===== src/rtl/cfg_scrubber.sv =====
module cfg_scrubber #(
  parameter int CFG_BYTES = 4096,
  parameter int W = 8,
  localparam int AW = (CFG_BYTES > 2) ? $clog2(CFG_BYTES) : 1
) (
  input  logic           clk,
  input  logic           rst_n,
  input  logic           start,
  input  logic           rb_valid,
  input  logic [3*W-1:0] rb_data,
  output logic           rb_ready,
  output logic [2:0]     clr_req,
  input  logic           clr_ack,
  output logic           img_rd,
  output logic [AW-1:0]  img_addr,
  input  logic           img_vld,
  input  logic [W-1:0]   img_data,
  output logic           ld_valid,
  output logic [W-1:0]   ld_data,
  output logic [2:0]     ld_mask,
  input  logic           ld_ready,
  output logic           busy,
  output logic [2:0]     reload_mask,
  output logic           done,
  output logic           sync_req
);

  typedef enum logic [2:0] {S_IDLE, S_READ, S_EVAL, S_CLEAR, S_FETCH, S_PUSH} st_t;

  localparam logic [AW-1:0] LAST = AW'(CFG_BYTES - 1);

  st_t           st;
  logic [AW-1:0] cnt;
  logic [2:0]    flags;

  wire [W-1:0] b0 = rb_data[W-1:0];
  wire [W-1:0] b1 = rb_data[2*W-1:W];
  wire [W-1:0] b2 = rb_data[3*W-1:2*W];

  wire [2:0] odd = {(b2 != b0) && (b2 != b1),
                    (b1 != b0) && (b1 != b2),
                    (b0 != b1) && (b0 != b2)};

  wire rb_take = (st == S_READ) && rb_valid;
  wire at_last = (cnt == LAST);

  assign rb_ready = (st == S_READ);
  assign clr_req  = (st == S_CLEAR) ? reload_mask : 3'b000;
  assign img_rd   = (st == S_FETCH);
  assign img_addr = cnt;
  assign ld_valid = (st == S_PUSH);
  assign ld_mask  = reload_mask;
  assign busy     = (st != S_IDLE);

  always_ff @(posedge clk) begin
    if (!rst_n) begin
      st          <= S_IDLE;
      cnt         <= '0;
      flags       <= 3'b000;
      reload_mask <= 3'b000;
      ld_data     <= '0;
      done        <= 1'b0;
      sync_req    <= 1'b0;
    end else begin
      done     <= 1'b0;
      sync_req <= 1'b0;
      case (st)
        S_IDLE: if (start) begin
          flags <= 3'b000;
          cnt   <= '0;
          st    <= S_READ;
        end
        S_READ: if (rb_take) begin
          flags <= flags | odd;
          if (at_last) begin
            cnt <= '0;
            st  <= S_EVAL;
          end else begin
            cnt <= cnt + 1'b1;
          end
        end
        S_EVAL: begin
          reload_mask <= flags;
          cnt         <= '0;
          if (flags == 3'b000) begin
            done <= 1'b1;
            st   <= S_IDLE;
          end else begin
            st <= S_CLEAR;
          end
        end
        S_CLEAR: if (clr_ack) st <= S_FETCH;
        S_FETCH: if (img_vld) begin
          ld_data <= img_data;
          st      <= S_PUSH;
        end
        S_PUSH: if (ld_ready) begin
          if (at_last) begin
            cnt      <= '0;
            done     <= 1'b1;
            sync_req <= 1'b1;
            st       <= S_IDLE;
          end else begin
            cnt <= cnt + 1'b1;
            st  <= S_FETCH;
          end
        end
        default: st <= S_IDLE;
      endcase
    end
  end

endmodule


===== config.mk =====
export PLATFORM = sky130hd
export DESIGN_NAME = cfg_scrubber
export DESIGN_NICKNAME = d
export VERILOG_FILES = /design/src/rtl/cfg_scrubber.sv
export SDC_FILE = /design/constraint.sdc
export NUM_CORES = 1
export LEC_CHECK = 0
export BUFFER_PORTS_ARGS = -buffer_cell sky130_fd_sc_hd__buf_2
export CAP_MARGIN = 20
export CORE_MARGIN = 4
export CORE_UTILIZATION = 50
export CTS_BUF_LIST = sky130_fd_sc_hd__clkbuf_4 sky130_fd_sc_hd__clkbuf_8 sky130_fd_sc_hd__clkbuf_16
export DETAILED_ROUTE_END_ITERATION = 12
export PLACE_DENSITY = 0.87
export SETUP_SLACK_MARGIN = 0.3
export SLEW_MARGIN = 20
export SYNTH_ARGS = -nofsm -noshare
export SYNTH_HDL_FRONTEND = slang
export SYNTH_SLANG_ARGS = --single-unit

===== constraint.sdc =====
create_clock -name clk -period 3.2 [get_ports clk]
set_input_delay 0.32 -clock clk [delete_from_list [all_inputs] [get_ports clk]]
set_output_delay 0.32 -clock clk [all_outputs]
set_load 0.01 [all_outputs]

# Word level (Yosys, flattened, before mapping)
# Cells that the tools add are included.
[totals]
reg_bits = 31
inputBits = 39
out_inout_bits = 35
[classes]
add_sub_neg = 1
eq_ne = 18
mux = 22
n_bitwise = 1
n_reduce_logical = 14
[op_table]
columns = ["op", "count"]
rows = [
  ["$mux 12", 4],
  ["$ne 8x8->1", 6],
  ["$pmux 12 s4", 1],
  ["$mux 3", 10],
  ["$pmux 3 s6", 1],
  ["$add 12x1->12 const B", 1],
  ["$eq 12x12->1 const B", 1],
  ["$ne 2x1->1 const B", 4],
  ["$eq 3x2->1 const B", 2],
  ["$eq 3x3->1 const B", 2],
  ["$logic_not 3->1", 2],
  ["$pmux 3 s2", 1],
  ["$reduce_and 6->1", 1],
  ["$logic_and 1x1->1", 4],
  ["$ne 2x2->1 const B", 2],
  ["$reduce_and 2->1", 2],
  ["$reduce_and 4->1", 1],
  ["$reduce_bool 4->1", 1],
  ["$eq 3x1->1 const B", 1],
  ["$mux 1", 3],
  ["$or 3x3->3", 1],
  ["$reduce_and 3->1", 1],
  ["$reduce_bool 3->1", 1],
  ["$mux 2", 1],
  ["2 further kinds", 2],
]

# Logic depth before layout (Yosys ltp)
# Gate-level depths: netlist of run 1.
[depth]
depth_word = 5
ltp_mapped = 6
mapped_depth_nobuf = 5

# Worst setup path before layout of run 1
# Ideal clock, no wire load.
[synth_timing]
path_kind = "register -> register"
startpoint = "register cnt[0], in the netlist img_addr[0]"
endpoint = "register cnt[9], in the netlist img_addr[9]"
setup_time_ns = 0.117
arrival_ns = 1.788
required_ns = 3.083
path_slack_ns = 1.295
stages_incl_launch_ff = 7
period_less_slack_ns = 1.905
cell_sequence = "dfxtp_1 > ha_1 > nand3_1 > or4_4 > buf_6 > a32o_1 > a22o_1"
[synth_via]
elab_chain_cells = 4
[synth_lines]
columns = ["item", "line", "rtl"]
rows = [
  ["start, declared", "33", "logic [AW-1:0] cnt;"],
  ["start signal, assigned", "79", "cnt <= cnt + 1'b1;"],
  ["start signal, assigned", "104", "cnt <= cnt + 1'b1;"],
  ["$add 12x1->12 / $eq 12x12->1 (equally long branches)", "79, 104, 45", ""],
  ["$mux 12 *", "75, 98", ""],
  ["$mux 12 (on tied branches)", "97, 73", ""],
  ["$pmux 12 s4 *", "67", "case (st)"],
]
# Every way passes the cells marked *; elsewhere a longest branch is shown, timed or not. The select of a mux whose other input is x is not followed.
# A chain may end at the register's enable or synchronous reset.

# Worst setup path after layout of run 1
[layout_timing]
startpoint = "register st[0]"
endpoint = "register cnt[11], in the netlist img_addr[11]"
[layout_via]
elab_chain_cells = 4
[layout_lines]
columns = ["item", "line", "rtl"]
rows = [
  ["start, declared", "32", "st_t st;"],
  ["start signal, assigned", "57", "st <= S_IDLE;"],
  ["start signal, assigned", "71", "st <= S_READ;"],
  ["start signal, assigned", "77", "st <= S_EVAL;"],
  ["$eq 3x1->1", "44, 67", ""],
  ["$logic_and 1x1->1", "44", "wire rb_take = (st == S_READ) && rb_valid;"],
  ["$ne 2x1->1 (no source line)", "--", ""],
  ["$reduce_and 4->1 (no source line)", "--", ""],
]
# Several ways; a longest one is shown, not always the timed one.

==> flow_summary_export.csv, run 1 <==
group,metric,value,unit
placement,port_buffers,73,
logic_synthesis,ys.flop_type,"dfxtp_1",
floorplanning,io_pins,74,
logic_synthesis,syn_area,1820,um2
floorplanning,die_h,68.34,um
sta,relSlewSlack,58.04,%
power,leakage,1.033,nW
routing,wl_per_cell,13.34,um
routing,viasPerCell,5.582,
clocking,cts_tree,"built",
logic_synthesis,synth_edf_count,0,
hold_path,hold_class,"input pin to flip-flop",
logic_synthesis,synth-seq-cells,31,
routing,first_pass_iters,4,
routing,vias,1831,
power,power_density,380.3,nW/um2
logic_synthesis,ys_seq_area_share,34.09,%
grt,grt-ovfl-total,0,
placement,dp_cells,321,
logic_synthesis,synth_nets,252,
routing,wl,4375,um
cells_and_area,final_cells,328,
grt,grt_antenna_before_repair,0,
logic_synthesis,postSynthCellCount,212,
floorplanning,die_w,68.34,um
cells_and_area,area_growth,23.57,%
cells_and_area,nets,322,
power,vdd_drop_max,0.0003022,V
clocking,cts_resized,0,
sta,worstMarginPinSlew,628.7,ps
setup_path,start_kind,"flip-flop",
power,power.total,0.8556,mW
setup_path,path_common_cell,"buf_4",
setup_path,worstPathRequired,3440,ps
setup_path,path_max_fanout,17,
clocking,cts.clk_slew.worst_paths,80,ps
setup_path,critical-path-top-delay-family,"simple AND/OR/NAND/NOR gates",
sta,setup_viol,0,
clocking,worst_skew_pair.late_latency,330,ps
sta,fin_crit,1984,ps
cells_and_area,mostFrequentLayoutCells,"buf_2 (73), dfxtp_1 (31), xor2_1 (24)",
grt,grt_max_degree,22,
setup_path,crit_type,"flip-flop to flip-flop",
sta,fmax,504.0,MHz
grt,first_global_vias,1689,
clocking,clockBufferDepth,2,
setup_path,cp_slowest_stage_delay,570,ps
setup_path,worstPathCellList,"nor2b_1 -> buf_4 -> a22oi_1 -> buf_4 -> or4_1 -> a211oi_1",
sta,setup_tns,0,ps
placement,dp_hpwl,3482,um
sta,hold_viol,0,
logic_synthesis,synth_area_leaders,"dfxtp_1 (34%), xor2_1 (12%), mux2i_1 (7.1%), nor2_1 (3.7%), nand3_1 (3.0%)",
clocking,cts_sinks,31,
logic_synthesis,yosys_warnings,0,
clocking,root_buffer,"clkbuf_4",
sta,period_share,62.01,%
clocking,htreeDepth,2,
floorplanning,core-area,3416,um2
sta,fin_worst_skew,10.98,ps
logic_synthesis,ys_types,46,
run,drv_cap,0,
clocking,post_cts_buffers,0,
clocking,cts_buffers,5,
floorplanning,rows,21,
setup_path,end_kind,"flip-flop",
routing,first_iter_violations,87,
clocking,cts_hold_buf,0,
sta,rsz0062_at_grt,"no",
grt,grt_util_all_layers,19.63,%
cells_and_area,n_antenna_cell,0,
logic_synthesis,synth.avg_cell_area,8.587,um2
run_status,outcome,"finished clean",
floorplanning,dieArea,4670,um2
placement,place.gp.congestion,0.7781,
grt,grt_pass1_wl,7072,um
cells_and_area,drive_gt1_share,31.56,%
setup_path,critPathBufInv,2,
sta,maxSlewViolCount,0,
setup_path,arrival,2230,ps
logic_synthesis,synthArstFlopShare,0,%
routing,ant_nets,0,
floorplanning,initial_core_util,53.30,%
cells_and_area,final_common_cell,"buf_2",
routing,drcViolationCount,0,
logic_synthesis,synth_area_leader_cell,"dfxtp_1",
logic_synthesis,synth_top_area_share,34.09,%
setup_path,slowest_stage,"dfxtp_1",
==> final cells by class <==
class | count | area (um2)
Clock inverter | 1 | 5.005
Sequential cell | 31 | 620.6
Clock buffer | 6 | 51.30
Inverter | 5 | 18.77
Timing Repair Buffer | 75 | 380.4
Tap cell | 46 | 57.56
Multi-Input combinational cell | 164 | 1116
Fill cell | 285 | 1166
==> registers in the layout, summed over array words and instances, names as in the netlist <==
signal    flops
ld_mask       3
ld_data       8
img_addr     12
sync_req      1
flags         3
done          1
st            3
==> synth_stat cells (2+ instances only) <==
| cell type | instances |
|---|---|
| dfxtp_1 | 31 |
| xor2_1 | 24 |
| nor2_1 | 18 |
| mux2i_1 | 13 |
| nand2_1 | 12 |
| nand3_1 | 11 |
| a21oi_1 | 7 |
| and2_1 | 7 |
| clkbuf_1 | 7 |
| nor4_1 | 7 |
| nor3_1 | 6 |
| o21ai_0 | 6 |
| inv_1 | 5 |
| a22o_1 | 4 |
| a32o_1 | 4 |
| nand4_1 | 4 |
| o31ai_1 | 4 |
| a211oi_1 | 3 |
| buf_4 | 3 |
| or4_1 | 3 |
| a21boi_0 | 2 |
| a31o_2 | 2 |
| and3_1 | 2 |
| and4_1 | 2 |
| nand2b_1 | 2 |
| nand3b_1 | 2 |
| nor2b_1 | 2 |
==> tightest hold or removal path: cells and delay by family <==
kind	cells	cell delay, ps
buf+inv	1	70
simple gates	1	70
mux	1	50
==> metal layers <==
metal	routed length (um)	vias to the layer above	global-route usage, %
met2	2134	79	32.97
met3	406	10	6.404
li1	-	920	-
met4	70	0	6.700
met1	1763	822	23.38
met5	0	-	0
==> per-stage QoR <==
step	setup WS, ps	area, um2	hold WS (ps)	utilization (%)
global route	1046	2250	235.5	65.86
CTS	1212	2250	225.1	65.86
floorplan	1295	1821	464.2	-
detailed placement	1234	2193	484.9	64.21
finish	1216	2250	229.0	65.86
global placement	1296	2193	466.4	64.21
==> final timing paths <==
path               startpoint            to  slack [ps]  cells after the start
setup / recovery        st[0]  img_addr[11]        1220                      6
hold / removal    img_data[3]    ld_data[3]         230                      3
setup reg to reg        st[0]  img_addr[11]        1220                      6
hold reg to reg    ld_data[3]    ld_data[3]         500                      2
==> kinds of logic (layout without fill, tap and decap cells) <==
group                    Yosys count  count (layout)  share of synthesized area, %
AND/OR/NAND/NOR                   85              85                         25.29
AO/OA/AOI/OAI                     40              40                         16.01
flip-flops                        31              31                         34.09
adder cells (fa/ha/maj)            1               1                        0.6872
XOR/XNOR                          24              24                         11.55
buffers and inverters             17              87                         4.605
multiplexers                      14              14                         7.766
==> where the power goes <==
group	internal [mW]	switching, mW
clock	0.102	0.127
sequential	0.398	0.0191
combinational	0.0910	0.119
No activity file was read; power rests on OpenSTA's default activity.
==> inputs of run 2 (changes only) <==
--- a/config.mk
+++ b/config.mk
@@ -5,13 +5,14 @@
 export SDC_FILE = /design/constraint.sdc
 export NUM_CORES = 1
 export LEC_CHECK = 0
+export ABC_AREA = 1
 export BUFFER_PORTS_ARGS = -buffer_cell sky130_fd_sc_hd__buf_2
 export CAP_MARGIN = 20
 export CORE_MARGIN = 4
-export CORE_UTILIZATION = 50
+export CORE_UTILIZATION = 49
 export CTS_BUF_LIST = sky130_fd_sc_hd__clkbuf_4 sky130_fd_sc_hd__clkbuf_8 sky130_fd_sc_hd__clkbuf_16
 export DETAILED_ROUTE_END_ITERATION = 12
-export PLACE_DENSITY = 0.87
+export PLACE_DENSITY = 0.85
 export SETUP_SLACK_MARGIN = 0.3
 export SLEW_MARGIN = 20
 export SYNTH_ARGS = -nofsm -noshare
==> constraint.sdc (replaced) <==
create_clock -name clk -period 2 [get_ports clk]
set_input_delay 0.2 -clock clk [delete_from_list [all_inputs] [get_ports clk]]
set_output_delay 0.2 -clock clk [all_outputs]
set_load 0.01 [all_outputs]
==> run 2 against run 1 <==
  * Via count rose by 20%
  * Sequential power grew 88%
  * Synthesized area up 8.1%
==> flow_summary_export.csv, run 2 <==
group,metric,value,unit
run_status,outcome,"finished clean",
floorplanning,die_w,71.38,um
logic_synthesis,synth.avg_cell_area,6.170,um2
sta,period_share,80.83,%
setup_path,worstPathRequired,2180,ps
clocking,htreeDepth,2,
placement,place_ws,386.8,ps
sta,maxSlewViolCount,0,
logic_synthesis,syn_area,1968,um2
floorplanning,die_h,71.38,um
logic_synthesis,synthArstFlopShare,0,%
power,leakage,1.277,nW
setup_path,crit_type,"flip-flop to flip-flop",
setup_path,slowest_stage,"dfxtp_1",
hold_path,hold_start,"img_data[6]",
placement,port_buffers,73,
sta,worstMarginPinSlew,434.1,ps
grt,grt_max_degree,18,
grt,first_global_vias,1987,
cells_and_area,largest_reg_flops,12,
floorplanning,io_pins,74,
routing,wl,5017,um
setup_path,cp_slowest_stage_delay,390,ps
logic_synthesis,ys.flop_type,"dfxtp_1",
sta,relSlewSlack,70.95,%
setup_path,path_common_cell,"nor2_1",
cells_and_area,final_util,66.95,%
sta,fin_ws,383.4,ps
sta,hold_viol,0,
grt,grt_pass1_wl,8211,um
floorplanning,dieArea,5094,um2
sta,fin_worst_skew,6.618,ps
setup_path,arrival,1800,ps
logic_synthesis,ys_seq_area_share,31.53,%
grt,grt-ovfl-total,0,
floorplanning,rows,22,
logic_synthesis,yosys_warnings,0,
logic_synthesis,synth_edf_count,0,
grt,grt_util_all_layers,19.55,%
clocking,root_buffer,"clkbuf_8",
cells_and_area,final_common_cell,"nand2_1",
logic_synthesis,synth_nets,359,
power,power.total,2.446,mW
routing,first_pass_iters,4,
setup_path,reg2reg_slack,380,ps
logic_synthesis,synth-seq-cells,31,
routing,drcViolationCount,0,
setup_path,worstRegToRegCells,8,
hold_path,hold_depth,3,
power,vdd_drop_max,0.0006438,V
clocking,cts_sinks,31,
logic_synthesis,yosysMostFrequentCell,"nand2_1",
clocking,cts_tree,"built",
setup_path,path_max_fanout,4,
floorplanning,core-area,3771,um2
placement,dp_hpwl,3879,um
routing,ant_nets,0,
clocking,cts_buffers,5,
cells_and_area,n_antenna_cell,0,
logic_synthesis,ys_top_cells_by_count,"nand2_1 (103), inv_1 (42), nor2_1 (40)",
hold_path,worstHoldEndpoint,"ld_data[6]",
clocking,cts.clk_slew.worst_paths,70,ps
routing,viasPerCell,4.971,
sta,setup_tns,0,ps
logic_synthesis,synth_area_leaders,"dfxtp_1 (32%), nand2_1 (20%), inv_1 (8.0%), nor2_1 (7.6%), xnor2_1 (7.6%)",
sta,rsz0062_at_grt,"no",
placement,place.gp.congestion,0.8530,
run,drv_cap,0,
clocking,worst_skew_pair.late_latency,290,ps
placement,dp_cells,432,
logic_synthesis,postSynthCellCount,319,
logic_synthesis,synth_area_leader_cell,"dfxtp_1",
routing,wl_per_cell,11.33,um
power,power_density,968.9,nW/um2
floorplanning,initial_core_util,52.19,%
sta,fin_crit,1617,ps
cells_and_area,final_cells,443,
setup_path,worstPathCellList,"ha_2 -> nand3_1 -> inv_1 -> nand3_2 -> nand2_2 -> nor2_1 -> o21ai_0 -> nor2_1",
routing,vias,2202,
setup_path,start_kind,"flip-flop",
logic_synthesis,ys_types,25,
hold_path,hold_class,"input pin to flip-flop",
sta,setup_viol,0,
setup_path,end_kind,"flip-flop",
setup_path,r2r-end,"img_addr[3]",
cells_and_area,mostFrequentLayoutCells,"nand2_1 (102), buf_2 (74), inv_1 (42)",
logic_synthesis,synth_top_area_share,31.53,%
cells_and_area,drive_gt1_share,26.84,%
setup_path,r2r-start,"img_addr[0]",
cells_and_area,nets,434,
cells_and_area,area_growth,28.29,%
clocking,clockBufferDepth,2,
routing,first_iter_violations,152,
grt,grt_antenna_before_repair,0,
clocking,cts_hold_buf,0,
sta,fmax,618.6,MHz
run 2: cell types whose count changed after synthesis, sizes merged, moves of 7 or more:
cell,change
nand3,+13
and2,-8
nor2,+24
nand2,+93
inv,+39
xnor2,+17
mux2i,-13
a21oi,+15
xor2,-24
nor4,-7
run 2: worst max-delay path by stage:
stage,start,to,slack [ps],depth (start not counted)
4_1_cts,st[2],img_rd,350,4
5_1_grt,img_addr[1],st[0],300,9
3_5_place_dp,img_addr[0],img_addr[1],390,8
3_3_place_gp,st[2],img_addr[4],450,7
2_1_floorplan,img_addr[0],img_addr[10],600,8
6_report,img_addr[0],img_addr[3],380,8
run 2: final cells by class:
class / count / area [um2]
fill: 344 / 1246
multi-input combinational: 235 / 1152
sequential: 31 / 624.3
timing repair buffer: 77 / 405.4
inverter: 44 / 165.2
clock buffer: 6 / 82.58
tap: 48 / 60.06
clock inverter: 2 / 35.03
run 2: worst max-delay path, delay by kind of cell, from the launching register on:
family	cells	cell delay, ps
flops	1	390
simple gates	5	550
fa+ha+maj	1	230
compound gates	1	190
buf+inv	1	160
run 2: logic make-up (layout without fill, tap and decap cells):
group           Yosys count  count (layout)  synth area share, %
compound gates           33              33                8.900
xor+xnor                 17              17                7.565
fa+ha+maj                 1               1               0.6356
buf+inv                  53             129                11.44
flops                    31              31                31.53
simple gates            184             184                39.92
run 2: per-stage QoR:
step / hold WS (ps) / area (um2)
after floorplan: 356.4 / 1968
after global placement: 444.9 / 2341
after detailed placement: 452.1 / 2341
after CTS: 178.8 / 2459
after global routing: 188.7 / 2525
final: 175.2 / 2525
run 2: timing repair:
item | CTS | global route
setup buffers | 0 | 3
endpoints found under the setup margin | 0 | 20
hold endpoints to repair | 0 | 0
resized for setup | 0 | 11
run 2: layer usage:
metal | track usage (%) | up-vias | wire, um
li1 | - | 1139 | -
met1 | 23.58 | 984 | 2059
met2 | 34.49 | 70 | 2584
met3 | 4.909 | 9 | 290
met4 | 5.010 | 0 | 82
met5 | 0 | - | 0
run 2: power breakdown:
group	internal [mW]	leakage (nW)	switching, mW
Clock	0.403	0.0612	0.240
Sequential	0.702	0.253	0.0807
Combinational	0.399	0.964	0.623
==> inputs of run 3 (changes only) <==
--- a/config.mk
+++ b/config.mk
@@ -9,10 +9,10 @@
 export BUFFER_PORTS_ARGS = -buffer_cell sky130_fd_sc_hd__buf_2
 export CAP_MARGIN = 20
 export CORE_MARGIN = 4
-export CORE_UTILIZATION = 49
+export CORE_UTILIZATION = 44
 export CTS_BUF_LIST = sky130_fd_sc_hd__clkbuf_4 sky130_fd_sc_hd__clkbuf_8 sky130_fd_sc_hd__clkbuf_16
 export DETAILED_ROUTE_END_ITERATION = 12
-export PLACE_DENSITY = 0.85
+export PLACE_DENSITY = 0.81
 export SETUP_SLACK_MARGIN = 0.3
 export SLEW_MARGIN = 20
 export SYNTH_ARGS = -nofsm -noshare
==> constraint.sdc (replaced) <==
create_clock -name clk -period 1.3 [get_ports clk]
set_input_delay 0.13 -clock clk [delete_from_list [all_inputs] [get_ports clk]]
set_output_delay 0.13 -clock clk [all_outputs]
set_load 0.01 [all_outputs]
==> run 3 against run 2 <==
  * The flow now finishes with violations (negative setup slack)
  * Clock skew about the same
  * Core utilization up 9.6 points
  * Fmax up 2.7%
  * Die area up 10%
  * Worst setup slack worse by 660 ps
  * Largest cell class unchanged
  * Largest power group unchanged
==> flow_summary_export.csv, run 3 (same netlist as run 2, synthesis figures left out) <==
group,metric,value,unit
sta,maxSlewViolCount,0,
routing,met1_length,2612,um
run_status,failed_checks,"negative setup slack",
setup_path,path_max_fanout,6,
sta,fin_ws,-273.7,ps
grt,grt_util_all_layers,22.66,%
cells_and_area,final_util,76.58,%
sta,hold_viol,0,
run_status,outcome,"finished, violations left",
routing,dr_wl_met2,3874,um
placement,port_buffers,73,
cells_and_area,area.sequential,648.1,um2
floorplanning,die_h,74.88,um
cells_and_area,multiInputGateArea,1416,um2
floorplanning,io_pins,74,
cells_and_area,finish.instance_area,3334,um2
cells_and_area,nets,481,
hold_path,hold_class,"input pin to flip-flop",
clocking,worst_skew_pair.late_latency,300,ps
floorplanning,dieArea,5607,um2
clocking,root_buffer,"clkbuf_8",
setup_path,crit_type,"flip-flop to flip-flop",
floorplanning,rows,24,
cells_and_area,nFillCells,279,
power,power_density,1481,nW/um2
power,leakage,1.579,nW
routing,top_layer,"met4",
floorplanning,core-area,4354,um2
sta,setup_viol,29,
cells_and_area,mostFrequentLayoutCells,"nand2_1 (84), buf_2 (62), inv_1 (38)",
power,power.share.clock,18.0,%
sta,rsz0062_at_grt,"yes",
placement,place_ws,-73.16,ps
routing,ant_nets,0,
grt,grt_pass1_wl,9867,um
cells_and_area,largest_reg_flops,12,
placement,dp_hpwl,4300,um
grt,grt_antenna_before_repair,0,
sta,setup_tns,-3831,ps
routing,drcViolationCount,0,
power,vdd_drop_max,0.0007612,V
sta,period_share,121.1,%
placement,place.gp.congestion,0.9034,
routing,viasPerCell,5.150,
cells_and_area,n_antenna_cell,0,
routing,wl_per_cell,14.44,um
clocking,cts_sinks,31,
cells_and_area,final_common_cell,"nand2_1",
sta,fin_worst_skew,6.756,ps
floorplanning,die_w,74.88,um
setup_path,r2r-start,"st[0]",
routing,vias,2544,
setup_path,worstPathRequired,1530,ps
setup_path,start_kind,"flip-flop",
setup_path,arrival,1800,ps
cells_and_area,drive_gt1_share,48.42,%
cells_and_area,area_growth,69.42,%
routing,wl,7134,um
clocking,clockBufferDepth,2,
routing,routed-wl-met3,393,um
clocking,cts_buffers,5,
floorplanning,initial_core_util,45.20,%
setup_path,end_kind,"flip-flop",
power,power_frac_seq,25.7,%
sta,relSlewSlack,63.82,%
placement,dp_cells,465,
sta,worstMarginPinSlew,542.2,ps
clocking,cts.clk_slew.worst_paths,70,ps
sta,fmax,635.4,MHz
routing,first_pass_iters,4,
power,p_comb_share,56.3,%
clocking,cts_tree,"built",
placement,place_area,2663,um2
sta,fin_crit,1574,ps
power,swShare,41.10,%
run,drv_cap,0,
setup_path,crit_start,"st[0]",
routing,first_iter_violations,185,
grt,grt_max_degree,18,
clocking,htreeDepth,2,
hold_path,hold_start,"img_data[4]",
grt,grt-ovfl-total,0,
power,power.switching,2.029,mW
cells_and_area,final_cells,494,
power,intPower,2.908,mW
grt,first_global_vias,2307,
run 3: cell types whose count changed in the layout (fill, tap and decap cells not counted), moves of 11 or more:
cell | previous run | this run
buf_6 | 0 | 32
buf_4 | 2 | 28
buf_2 | 74 | 62
nand3_1 | 21 | 8
nand2_2 | 2 | 15
nand2_1 | 102 | 84
nand3_2 | 2 | 13
run 3: worst paths after layout:
| kind | endpoint | slack (ps) | depth (start not counted) |
|---|---|---|---|
| worst min-delay path | ld_data[4] | 80 | 3 |
| worst max-delay path | st[1] | -270 | 8 |
| worst max register to register | st[1] | -270 | 8 |
| worst min register to register | ld_data[3] | 470 | 2 |
run 3: cell type report:
class,instances,share of cell area [%]
Timing Repair Buffer,124,27.77
Inverter,44,5.253
Tap cell,52,1.951
Clock buffer,8,3.114
Sequential cell,31,19.44
Multi-Input combinational cell,235,42.48
run 3: critical path, cell delays in order (launching register included):
cell and delay [ps]:
dfxtp_4 430, nor2_4 60, nand3b_1 170, nand3_4 140, nor2_1 280, nand2_1 180
nand2_1 90, nand2_1 50, nor2_1 90
run 3: stage by stage:
stage	power [mW]	hold slack (ps)
after floorplan	2.347	286.3
after global placement	2.955	402.5
after detailed placement	3.004	409.1
after CTS	4.331	96.90
after global routing	5.197	91.38
final	4.937	80.64
run 3: power by group through the flow:
stage          Combinational, mW  Clock (mW)  Sequential [mW]
6_report                    2.78       0.889             1.27
5_1_grt                     2.96       0.945             1.29
3_5_place_dp                1.76           0             1.25
2_1_floorplan               1.08           0             1.27
4_1_cts                     2.18       0.894             1.26
3_3_place_gp                1.72           0             1.24
run 3: what timing repair did:
action | 4_1_cts | 5_1_grt
hold buffers | 0 | 0
cloned | 0 | 1
gates resized for setup | 62 | 43
endpoints found under the setup margin | 46 | 48
setup buffers | 11 | 9
pin swaps | 10 | 21
run 3: layer usage:
layer	GRT usage [%]	vias to the layer above
li1	-	1242
met3	4.806	23
met4	9.881	0
met2	41.39	99
met1	25.04	1180
met5	0	-
